--- src/rtl/rot_mixer_pkg.sv ---
package rot_mixer_pkg;

  // arctan(2^-idx) expressed as a fraction of a full turn, scaled by 2^32
  function automatic logic [31:0] atan_turn32(input int idx);
    case (idx)
      0:  return 32'd536870912;
      1:  return 32'd316933406;
      2:  return 32'd167458907;
      3:  return 32'd85004756;
      4:  return 32'd42667331;
      5:  return 32'd21354465;
      6:  return 32'd10679838;
      7:  return 32'd5340245;
      8:  return 32'd2670163;
      9:  return 32'd1335087;
      10: return 32'd667544;
      11: return 32'd333772;
      12: return 32'd166886;
      13: return 32'd83443;
      14: return 32'd41722;
      15: return 32'd20861;
      16: return 32'd10430;
      17: return 32'd5215;
      // beyond this, arctan(2^-i) ~ 2^-i to well below one LSB
      default: return 32'd683565276 >> idx;
    endcase
  endfunction

  // rounded to an angle word of aw bits (aw < 32)
  function automatic logic [31:0] atan_scaled(input int idx, input int aw);
    logic [32:0] t;
    t = {1'b0, atan_turn32(idx)} + (33'd1 << (31 - aw));
    return 32'(t >> (32 - aw));
  endfunction

endpackage

--- src/rtl/rot_rst_sync.sv ---
module rot_rst_sync (
  input  logic clk,
  input  logic rst_n,
  output logic rst_n_sync
);
  logic [1:0] sync_q;
  logic [1:0] sync_d;

  always_comb sync_d = {sync_q[0], 1'b1};

  always_ff @(posedge clk or negedge rst_n) begin
    if (!rst_n) sync_q <= 2'b00;
    else        sync_q <= sync_d;
  end

  assign rst_n_sync = sync_q[1];
endmodule

--- src/rtl/rot_phase_acc.sv ---
module rot_phase_acc #(
  parameter int PHASE_W = 32,
  parameter int ANG_W   = 24
) (
  input  logic               clk,
  input  logic               rst_n,
  input  logic               en,
  input  logic [PHASE_W-1:0] ftw,
  output logic [ANG_W-1:0]   angle
);
  logic [PHASE_W-1:0] acc_q;
  logic [PHASE_W-1:0] acc_d;

  always_comb begin
    acc_d = acc_q;
    if (en) acc_d = acc_q + ftw;
  end

  always_ff @(posedge clk or negedge rst_n) begin
    if (!rst_n) acc_q <= '0;
    else        acc_q <= acc_d;
  end

  assign angle = acc_q[PHASE_W-1 -: ANG_W];

  // no accepted sample, no phase movement
  p_acc_hold_r9: assert property (@(posedge clk) disable iff (!rst_n)
    !en |=> $stable(angle));
endmodule

--- src/rtl/rot_prefold.sv ---
module rot_prefold #(
  parameter int DW    = 16,
  parameter int GUARD = 2,
  parameter int ANG_W = 24,
  localparam int W    = DW + 1 + GUARD
) (
  input  logic                clk,
  input  logic                rst_n,
  input  logic                en,
  input  logic                vld_o,
  input  logic [DW-1:0]       smp,
  input  logic [ANG_W-1:0]    angle,
  output logic signed [W-1:0] x_o,
  output logic signed [W-1:0] y_o,
  output logic [ANG_W-1:0]    z_o
);
  logic [ANG_W-1:0]    phi;
  logic                flip;
  logic signed [W-1:0] x_ext;
  logic signed [W-1:0] x_d;
  logic [ANG_W-1:0]    z_d;

  always_comb begin
    phi   = -angle;                          // down-mixing: rotate by -theta
    flip  = phi[ANG_W-1] ^ phi[ANG_W-2];     // second or third quadrant
    x_ext = {{(W-DW-GUARD){smp[DW-1]}}, smp, {GUARD{1'b0}}};
    x_d   = flip ? -x_ext : x_ext;
    z_d   = flip ? (phi ^ {1'b1, {(ANG_W-1){1'b0}}}) : phi;
  end

  always_ff @(posedge clk or negedge rst_n) begin
    if (!rst_n) begin
      x_o <= '0;
      y_o <= '0;
      z_o <= '0;
    end else if (en) begin
      x_o <= x_d;
      y_o <= '0;
      z_o <= z_d;
    end
  end

  // after folding the residual angle lies in [-90, +90)
  p_fold_range_r5: assert property (@(posedge clk) disable iff (!rst_n)
    vld_o |-> (z_o[ANG_W-1] == z_o[ANG_W-2]));
endmodule

--- src/rtl/rot_valid_pipe.sv ---
module rot_valid_pipe #(
  parameter int DEPTH = 20
) (
  input  logic             clk,
  input  logic             rst_n,
  input  logic             in_vld,
  output logic [DEPTH-1:0] vld_q
);
  logic [DEPTH-1:0] vld_d;

  always_comb begin
    vld_d = {vld_q[DEPTH-2:0], in_vld};
  end

  always_ff @(posedge clk or negedge rst_n) begin
    if (!rst_n) vld_q <= '0;
    else        vld_q <= vld_d;
  end
endmodule

--- src/rtl/rot_cordic_stage.sv ---
module rot_cordic_stage
  import rot_mixer_pkg::*;
#(
  parameter int W     = 19,
  parameter int ANG_W = 24,
  parameter int IDX   = 0
) (
  input  logic                clk,
  input  logic                rst_n,
  input  logic                en,
  input  logic                vld_o,
  input  logic signed [W-1:0] x_i,
  input  logic signed [W-1:0] y_i,
  input  logic [ANG_W-1:0]    z_i,
  output logic signed [W-1:0] x_o,
  output logic signed [W-1:0] y_o,
  output logic [ANG_W-1:0]    z_o
);
  localparam logic [ANG_W-1:0] ATAN = ANG_W'(atan_scaled(IDX, ANG_W));
  localparam logic [ANG_W-1:0] ZLIM = ATAN + ANG_W'(IDX + 2);

  logic signed [W-1:0] x_sh;
  logic signed [W-1:0] y_sh;
  logic signed [W-1:0] x_d;
  logic signed [W-1:0] y_d;
  logic [ANG_W-1:0]    z_d;

  always_comb begin
    x_sh = x_i >>> IDX;
    y_sh = y_i >>> IDX;
    if (!z_i[ANG_W-1]) begin
      x_d = x_i - y_sh;
      y_d = y_i + x_sh;
      z_d = z_i - ATAN;
    end else begin
      x_d = x_i + y_sh;
      y_d = y_i - x_sh;
      z_d = z_i + ATAN;
    end
  end

  always_ff @(posedge clk or negedge rst_n) begin
    if (!rst_n) begin
      x_o <= '0;
      y_o <= '0;
      z_o <= '0;
    end else if (en) begin
      x_o <= x_d;
      y_o <= y_d;
      z_o <= z_d;
    end
  end

  logic [ANG_W-1:0] z_abs;
  always_comb z_abs = z_o[ANG_W-1] ? -z_o : z_o;

  // residual angle shrinks to within this stage's arctan step
  p_residual_r3: assert property (@(posedge clk) disable iff (!rst_n)
    vld_o |-> (z_abs <= ZLIM));

  // stage contents hold when no sample moves through
  p_stage_hold_r9: assert property (@(posedge clk) disable iff (!rst_n)
    !en |=> ($stable(x_o) && $stable(y_o)));
endmodule

--- src/rtl/rot_mixer.sv ---
module rot_mixer #(
  parameter int DW      = 16,
  parameter int PHASE_W = 32,
  parameter int ANG_W   = 24,
  parameter int NITER   = 18,
  parameter int GUARD   = 2,
  localparam int OW     = DW + 1,
  localparam int W      = DW + 1 + GUARD,
  localparam int DEPTH  = NITER + 2
) (
  input  logic                  clk,
  input  logic                  rst_n,
  input  logic                  in_vld,
  input  logic [DW-1:0]         in_smp,
  input  logic [PHASE_W-1:0]    ftw,
  output logic                  out_vld,
  output logic signed [OW-1:0]  out_i,
  output logic signed [OW-1:0]  out_q
);
  logic rst_n_s;
  logic [ANG_W-1:0] angle;
  logic [DEPTH-1:0] vld_q;

  logic signed [W-1:0] xs [0:NITER];
  logic signed [W-1:0] ys [0:NITER];
  logic [ANG_W-1:0]    zs [0:NITER];

  rot_rst_sync u_rst (
    .clk(clk), .rst_n(rst_n), .rst_n_sync(rst_n_s)
  );

  rot_phase_acc #(.PHASE_W(PHASE_W), .ANG_W(ANG_W)) u_acc (
    .clk(clk), .rst_n(rst_n_s), .en(in_vld), .ftw(ftw), .angle(angle)
  );

  rot_valid_pipe #(.DEPTH(DEPTH)) u_vld (
    .clk(clk), .rst_n(rst_n_s), .in_vld(in_vld), .vld_q(vld_q)
  );

  rot_prefold #(.DW(DW), .GUARD(GUARD), .ANG_W(ANG_W)) u_fold (
    .clk(clk), .rst_n(rst_n_s), .en(in_vld), .vld_o(vld_q[0]),
    .smp(in_smp), .angle(angle),
    .x_o(xs[0]), .y_o(ys[0]), .z_o(zs[0])
  );

  for (genvar k = 0; k < NITER; k++) begin : g_stage
    rot_cordic_stage #(.W(W), .ANG_W(ANG_W), .IDX(k)) u_st (
      .clk(clk), .rst_n(rst_n_s), .en(vld_q[k]), .vld_o(vld_q[k+1]),
      .x_i(xs[k]), .y_i(ys[k]), .z_i(zs[k]),
      .x_o(xs[k+1]), .y_o(ys[k+1]), .z_o(zs[k+1])
    );
  end

  logic signed [OW-1:0] oi_d;
  logic signed [OW-1:0] oq_d;
  logic signed [OW-1:0] oi_q;
  logic signed [OW-1:0] oq_q;

  always_comb begin
    oi_d = oi_q;
    oq_d = oq_q;
    if (vld_q[NITER]) begin
      oi_d = xs[NITER][W-1:GUARD];
      oq_d = ys[NITER][W-1:GUARD];
    end
  end

  always_ff @(posedge clk or negedge rst_n_s) begin
    if (!rst_n_s) begin
      oi_q <= '0;
      oq_q <= '0;
    end else begin
      oi_q <= oi_d;
      oq_q <= oq_d;
    end
  end

  assign out_vld = vld_q[NITER+1];
  assign out_i   = oi_q;
  assign out_q   = oq_q;

  logic unused_tail;
  assign unused_tail = ^{zs[NITER], xs[NITER][GUARD-1:0], ys[NITER][GUARD-1:0]};

  // gain growth never reaches the output word limit
  localparam int MAG_LIM = ((2 ** (DW - 1)) * 27) / 16;
  logic [OW-1:0] abs_i;
  logic [OW-1:0] abs_q;
  always_comb begin
    abs_i = out_i[OW-1] ? -out_i : out_i;
    abs_q = out_q[OW-1] ? -out_q : out_q;
  end
  p_no_overflow_r6: assert property (@(posedge clk) disable iff (!rst_n_s)
    out_vld |-> (abs_i < OW'(MAG_LIM) && abs_q < OW'(MAG_LIM)));
endmodule

--- config.mk ---
export PLATFORM = sky130hd
export DESIGN_NAME = rot_mixer
export DESIGN_NICKNAME = d
export VERILOG_FILES = /design/src/rtl/rot_mixer_pkg.sv /design/src/rtl/rot_rst_sync.sv /design/src/rtl/rot_phase_acc.sv /design/src/rtl/rot_prefold.sv /design/src/rtl/rot_valid_pipe.sv /design/src/rtl/rot_cordic_stage.sv /design/src/rtl/rot_mixer.sv
export SDC_FILE = /design/constraint.sdc
export NUM_CORES = 2
export LEC_CHECK = 0
export BUFFER_PORTS_ARGS = -buffer_cell sky130_fd_sc_hd__buf_2
export CAP_MARGIN = 10
export CORE_UTILIZATION = 35
export CTS_CLUSTER_SIZE = 20
export DETAILED_ROUTE_END_ITERATION = 8
export PLACE_DENSITY = 0.56
export SYNTH_ARGS = -nofsm -noshare
export SYNTH_HDL_FRONTEND = slang
export SYNTH_SLANG_ARGS = --single-unit
--- constraint.sdc ---
create_clock -name clk -period 48.4 [get_ports clk]
set_clock_uncertainty 0.1 [all_clocks]
set_input_delay 9.68 -clock clk [delete_from_list [all_inputs] [get_ports clk]]
set_output_delay 9.68 -clock clk [all_outputs]
set_load 0.05 [all_outputs]
### Yosys cells after proc, flatten, opt, wreduce, memory -nomap -nowiden

Cells that the tools add are included.
Widths: inputs -> output; s select.

* add/sub/neg operators: 106
* mux-type cells: 54
* bitwise operators: 2

Operator list (count)
* $mux 19: 36
* $mux 24: 18
* $add 19x10->19: 2
* $add 19x11->19: 2
* $add 19x12->19: 2
* $add 19x13->19: 2
* $add 19x14->19: 2
* $add 19x15->19: 2
* $add 19x16->19: 2
* $add 19x17->19: 2
* $add 19x18->19: 2
* $add 19x2->19: 2
* $add 19x3->19: 2
* $add 19x4->19: 2
* $add 19x5->19: 2
* $add 19x6->19: 2
* $add 19x7->19: 2
* $add 19x8->19: 2
* $add 19x9->19: 2
* $sub 19x10->19: 2
* $sub 19x11->19: 2
* $sub 19x12->19: 2
* $sub 19x13->19: 2
* $sub 19x14->19: 2
* 52 further kinds: 64

* bits in registers: 1223
* input port bits: 51
* output and inout port bits: 35
* word-level logic and storage cells: 222

### Logic depth before layout (Yosys ltp)

* depth after elaboration: 3
* mapped depth: 18
* gate-level depth less buffers: 18

### By module

A second synthesis with hierarchy kept.

* cell total of the unflattened synthesis: 12508
* area total of the unflattened synthesis: 111185.4 µm²

By module, submodules not included
* rot_cordic_stage at g_stage[4].u_st: times used 1, cells an instance 728, area an instance 6277.3 µm², sequential area each 1551.5 µm²
* rot_cordic_stage at g_stage[1].u_st: times used 1, cells an instance 724, area an instance 6218.5 µm², sequential area each 1551.5 µm²
* rot_cordic_stage at g_stage[2].u_st: times used 1, cells an instance 687, area an instance 6008.3 µm², sequential area each 1551.5 µm²
* rot_cordic_stage at g_stage[11].u_st: times used 1, cells an instance 677, area an instance 5850.6 µm², sequential area each 1551.5 µm²
* rot_cordic_stage at g_stage[3].u_st: times used 1, cells an instance 651, area an instance 5818.1 µm², sequential area each 1551.5 µm²
* rot_cordic_stage at g_stage[10].u_st: times used 1, cells an instance 679, area an instance 5810.6 µm², sequential area each 1551.5 µm²
* rot_cordic_stage at g_stage[14].u_st: times used 1, cells an instance 679, area an instance 5801.8 µm², sequential area each 1551.5 µm²
* rot_cordic_stage at g_stage[5].u_st: times used 1, cells an instance 676, area an instance 5748.0 µm², sequential area each 1551.5 µm²
* rot_cordic_stage at g_stage[15].u_st: times used 1, cells an instance 651, area an instance 5733.0 µm², sequential area each 1551.5 µm²
* rot_cordic_stage at g_stage[6].u_st: times used 1, cells an instance 620, area an instance 5646.7 µm², sequential area each 1551.5 µm²
* rot_cordic_stage at g_stage[7].u_st: times used 1, cells an instance 621, area an instance 5630.4 µm², sequential area each 1551.5 µm²
* rot_cordic_stage at g_stage[9].u_st: times used 1, cells an instance 621, area an instance 5620.4 µm², sequential area each 1551.5 µm²
* rot_cordic_stage at g_stage[12].u_st: times used 1, cells an instance 622, area an instance 5590.4 µm², sequential area each 1551.5 µm²
* rot_cordic_stage at g_stage[13].u_st: times used 1, cells an instance 625, area an instance 5569.1 µm², sequential area each 1551.5 µm²
* 9 more rows

### Worst setup path before layout

Ideal clock, no wire load.

* kind: input to register
* start: input port ftw[0]
* end: register u_acc.acc_q[30]
* setup time: 0.125 ns
* data arrival time: 12.144 ns
* required time: 48.175 ns
* setup slack: 36.031 ns
* stages: 12
* path buffers: 0
* cells stage by stage: ha_1 > inv_1 > fa_1 > nand2b_1 > a21oi_1 > o41a_1 > a211oi_1 > a31oi_1 > a211oi_1 > o41ai_1 > xor2_1 > mux2_2

* longest elaborated chain between the ends: 1

RTL lines
* from (decl): line rot_mixer.sv:15 `input logic [PHASE_W-1:0] ftw,`
* $add 32x32->32: line rot_phase_acc.sv:16 `if (en) acc_d = acc_q + ftw;`
* to (signal assigned): line rot_phase_acc.sv:20 `if (!rst_n) acc_q <= '0;`
* to (signal assigned): line rot_phase_acc.sv:21 `else acc_q <= acc_d;`
* to (decl): line rot_phase_acc.sv:11 `logic [PHASE_W-1:0] acc_q;`

No other way between the ends.
A chain may end at the register's enable or synchronous reset.

### Worst setup path after layout

* start: input port ftw[0]
* end: register u_acc.acc_q[26]

The elaborated chain is that of the path after synthesis.

==> key figures <==
Critical path
  – FF-to-FF Start: g_stage[14].u_st.z_o[23]
  – Crit. Startpoint: ftw[0]
  – Worst R2R End: g_stage[15].u_st.x_o[17]
  – FF-to-FF setup slack: 43420 ps
  – Worst Setup End Kind: register
  – Data arrival, critical path: 12880 ps
  – Max FO, Critical Path: 4
  – Worst path required time: 49010 ps
  – CP Launch Type: input pin
  – FF-to-FF path depth: 13
  – Worst setup path endpoint: u_acc.acc_q[26]
  – Crit Path Class: input pin to register

Clocking
  – Post-CTS setup buffers: 0
  – Clock tree sinks: 1184
  – Max clock buf depth: 4
  – H-tree depth: 4
  – Root buf cell: clkbuf_16
  – Cts bufs inserted: 156
  – CTS tree: yes
  – Hold_buf cts: 0
  – PostCTS Resize Cnt: 0
  – Clock slew at reported path FFs: 60 ps
  – Clk_lat worst skew: 860 ps

STA
  – Min Tclk post-route: 12270 ps
  – Final Hold Viols: 0
  – Worst slew pin tran: 1129 ps
  – Maximum clock rate: 81.53 MHz
  – Slew Limit Fails: 0
  – Setup TNS: 0 ps
  – Final worst-path cycle share: 25.34%
  – Setup Viol. Count Final: 0
  – Worst slew margin: 22.81%
  – RSZ-0062 raised after global routing: false

Global route
  – Initial antenna violation count: 5
  – Vias in the first global route: 73170
  – Total track usage: 17.29%
  – First-pass GRT wire length: 389.9 mm
  – Pin count of the biggest net entering global routing: 173
  – GRT overflow: 0

Drt
  – Vias: 73640
  – Via density per instance: 5.331
  – Initial DRC Count: 4082
  – DR DRC count: 0
  – First-pass iteration count of the detailed router: 6
  – Wire per inst: 17.17 um
  – ANT nets after route: 0
  – Final wirelength: 237.1 mm

Synth
  – Syn_area_per_cell: 9.333 sq um
  – Synth Warn #: 0
  – Commonest cells post-synth: dfrtp_1, ha_1, a21oi_1
  – Fraction of registers with async set/reset: 100.0%
  – Syn Nets: 11250
  – Count of state elements after synthesis: 1184
  – Main synth FF type: dfrtp_1
  – Cell taking the most area after synthesis: dfrtp_1
  – Post-Syn Area: 0.09423 sq mm
  – Count leader, synth: dfrtp_1
  – Synth cell types: 84
  – Share of the yosys chip area belonging to registers: 31.44%
  – Post-synthesis cell count: 10100
  – Area contributors post-synth: dfrtp_1, ha_1, mux2_2, xnor2_1, a21oi_1
  – Share of the synthesized area in the top cell type: 31.44%
  – Number of synthesized flops with an enable pin: 0

Cells and area
  – Share of post-route cells with drive strength above 1: 12.76%
  – Final nets: 11280
  – Design Area, Final: 0.1041 sq mm
  – Final Core Density: 38.86%
  – Synth-to-Final Area Change: 10.50%

Placed design
  – # port buffers: 85
  – Cell Area, Placed: 0.09862 sq mm
  – Routability Congestion: 0.8724
  – Post-DP HPWL: 182.5 mm

Floorplanning
  – Initial Utilization: 35.17%
  – Core ar.: 0.2679 sq mm
  – # rows: 190
  – Ports: 86
  – DIE HEIGHT: 520.9 um
  – Total die area: 0.2713 sq mm
  – Die width: 520.9 um

Worst hold path
  – Hold Path Class: register to async pin

Outcome
  – Status: complete, no violations

Flow run
  – Max Cap Viol: 0
==> state kept, by name, indices dropped and copies added (netlist names) <==
name              flops
out_i                17
g_stage.u_st.y_o    337
u_vld.vld_q          20
g_stage.u_st.x_o    335
out_q                17
g_stage.u_st.z_o    384
u_rst.sync_q          2
u_fold.z_o           23
u_acc.acc_q          32
u_fold.x_o           17
==> worst min path at each step <==
stage | endpoint | slack, ps | cells after the start
floorplan | u_rst.sync_q[1] | 230 | 0
global placement | u_rst.sync_q[1] | 240 | 0
detailed placement | u_rst.sync_q[1] | 240 | 0
CTS | u_rst.sync_q[1] | 250 | 0
global route | u_rst.sync_q[1] | 250 | 0
finish | g_stage[12].u_st.z_o[13] | 230 | 0
==> worst max-delay path, stage by stage <==
cell and delay, ps:
buf_2 100, ha_1 220, inv_1 70, fa_1 210, nand2b_1 140, a21oi_1 90, o41a_1 430, a211oi_1 500
a31oi_1 300, a31oi_1 300, o21ai_0 300, xor2_1 230, mux2_2 290
==> layer usage <==
metal  GRT usage, %  up-vias  part of all wire, %
li1               -    36770                    -
met4          4.754        0                  2.6
met2          27.92     1056                   45
met1          24.01    35470                   49
met3          2.391      334                  4.1
met5              0        -                    0
==> layout make-up <==
class                      instances  area [sq um]
fill                           26440        163800
multi-input combinational       8231         62040
sequential                      1184         29650
clock buffer                     211          4453
tap                             3552          4444
inverter                         413          1550
clock inverter                    71          1042
timing repair buffer             146         935.9
antenna                            4         10.01
==> placed cells by master, fill, tap and decap left out, types with 58 or more instances in the layout <==
master     synthesis  final
dfrtp_1         1184   1166
xnor2_1          743    743
o21ai_0          532    531
a211oi_1         104    104
o21a_1           114    114
nand3_1          157    157
ha_1            1051   1051
clkbuf_16          0    158
or3_1             94     94
a21oi_1          937    937
nand2_1          530    530
nor2b_1          120    120
inv_1            412    412
mux2_2           794    794
a31oi_1          120    120
nand2b_1          90     90
buf_2              1     84
o21bai_1          76     76
xor2_1           352    352
nor2_1           834    834
and3_1            88     88
nor3_1           280    280
o31ai_1           74     74
mux2i_1           85     85
a21o_1           339    339
buf_4              0     58
==> cells by family (layout without fill, tap and decap cells) <==
family | count (synthesis) | after routing | synth area share [%]
buffers and inverters | 681 | 841 | 2.723
AND/OR/NAND/NOR | 2467 | 2467 | 12.41
flip-flops | 1184 | 1184 | 31.44
adder cells (fa/ha/maj) | 1098 | 1098 | 14.95
XOR/XNOR | 1096 | 1096 | 10.20
multiplexers | 879 | 879 | 10.39
other | 1 | 5 | 0.003980
AO/OA/AOI/OAI | 2690 | 2690 | 17.87
==> through the flow <==
stage          setup slack [ps]  hold WS [ps]  std cells
4_1_cts                   36240         250.3      13810
3_3_place_gp              35320         241.8      13530
5_1_grt                   35910         250.3      13810
3_5_place_dp              35340         236.5      13530
6_report                  36130         228.5      13810
2_1_floorplan             12850         231.2      10100
Power is not shown: default switching activity piles up to over one toggle a cycle in this logic, so the estimate is an artifact.
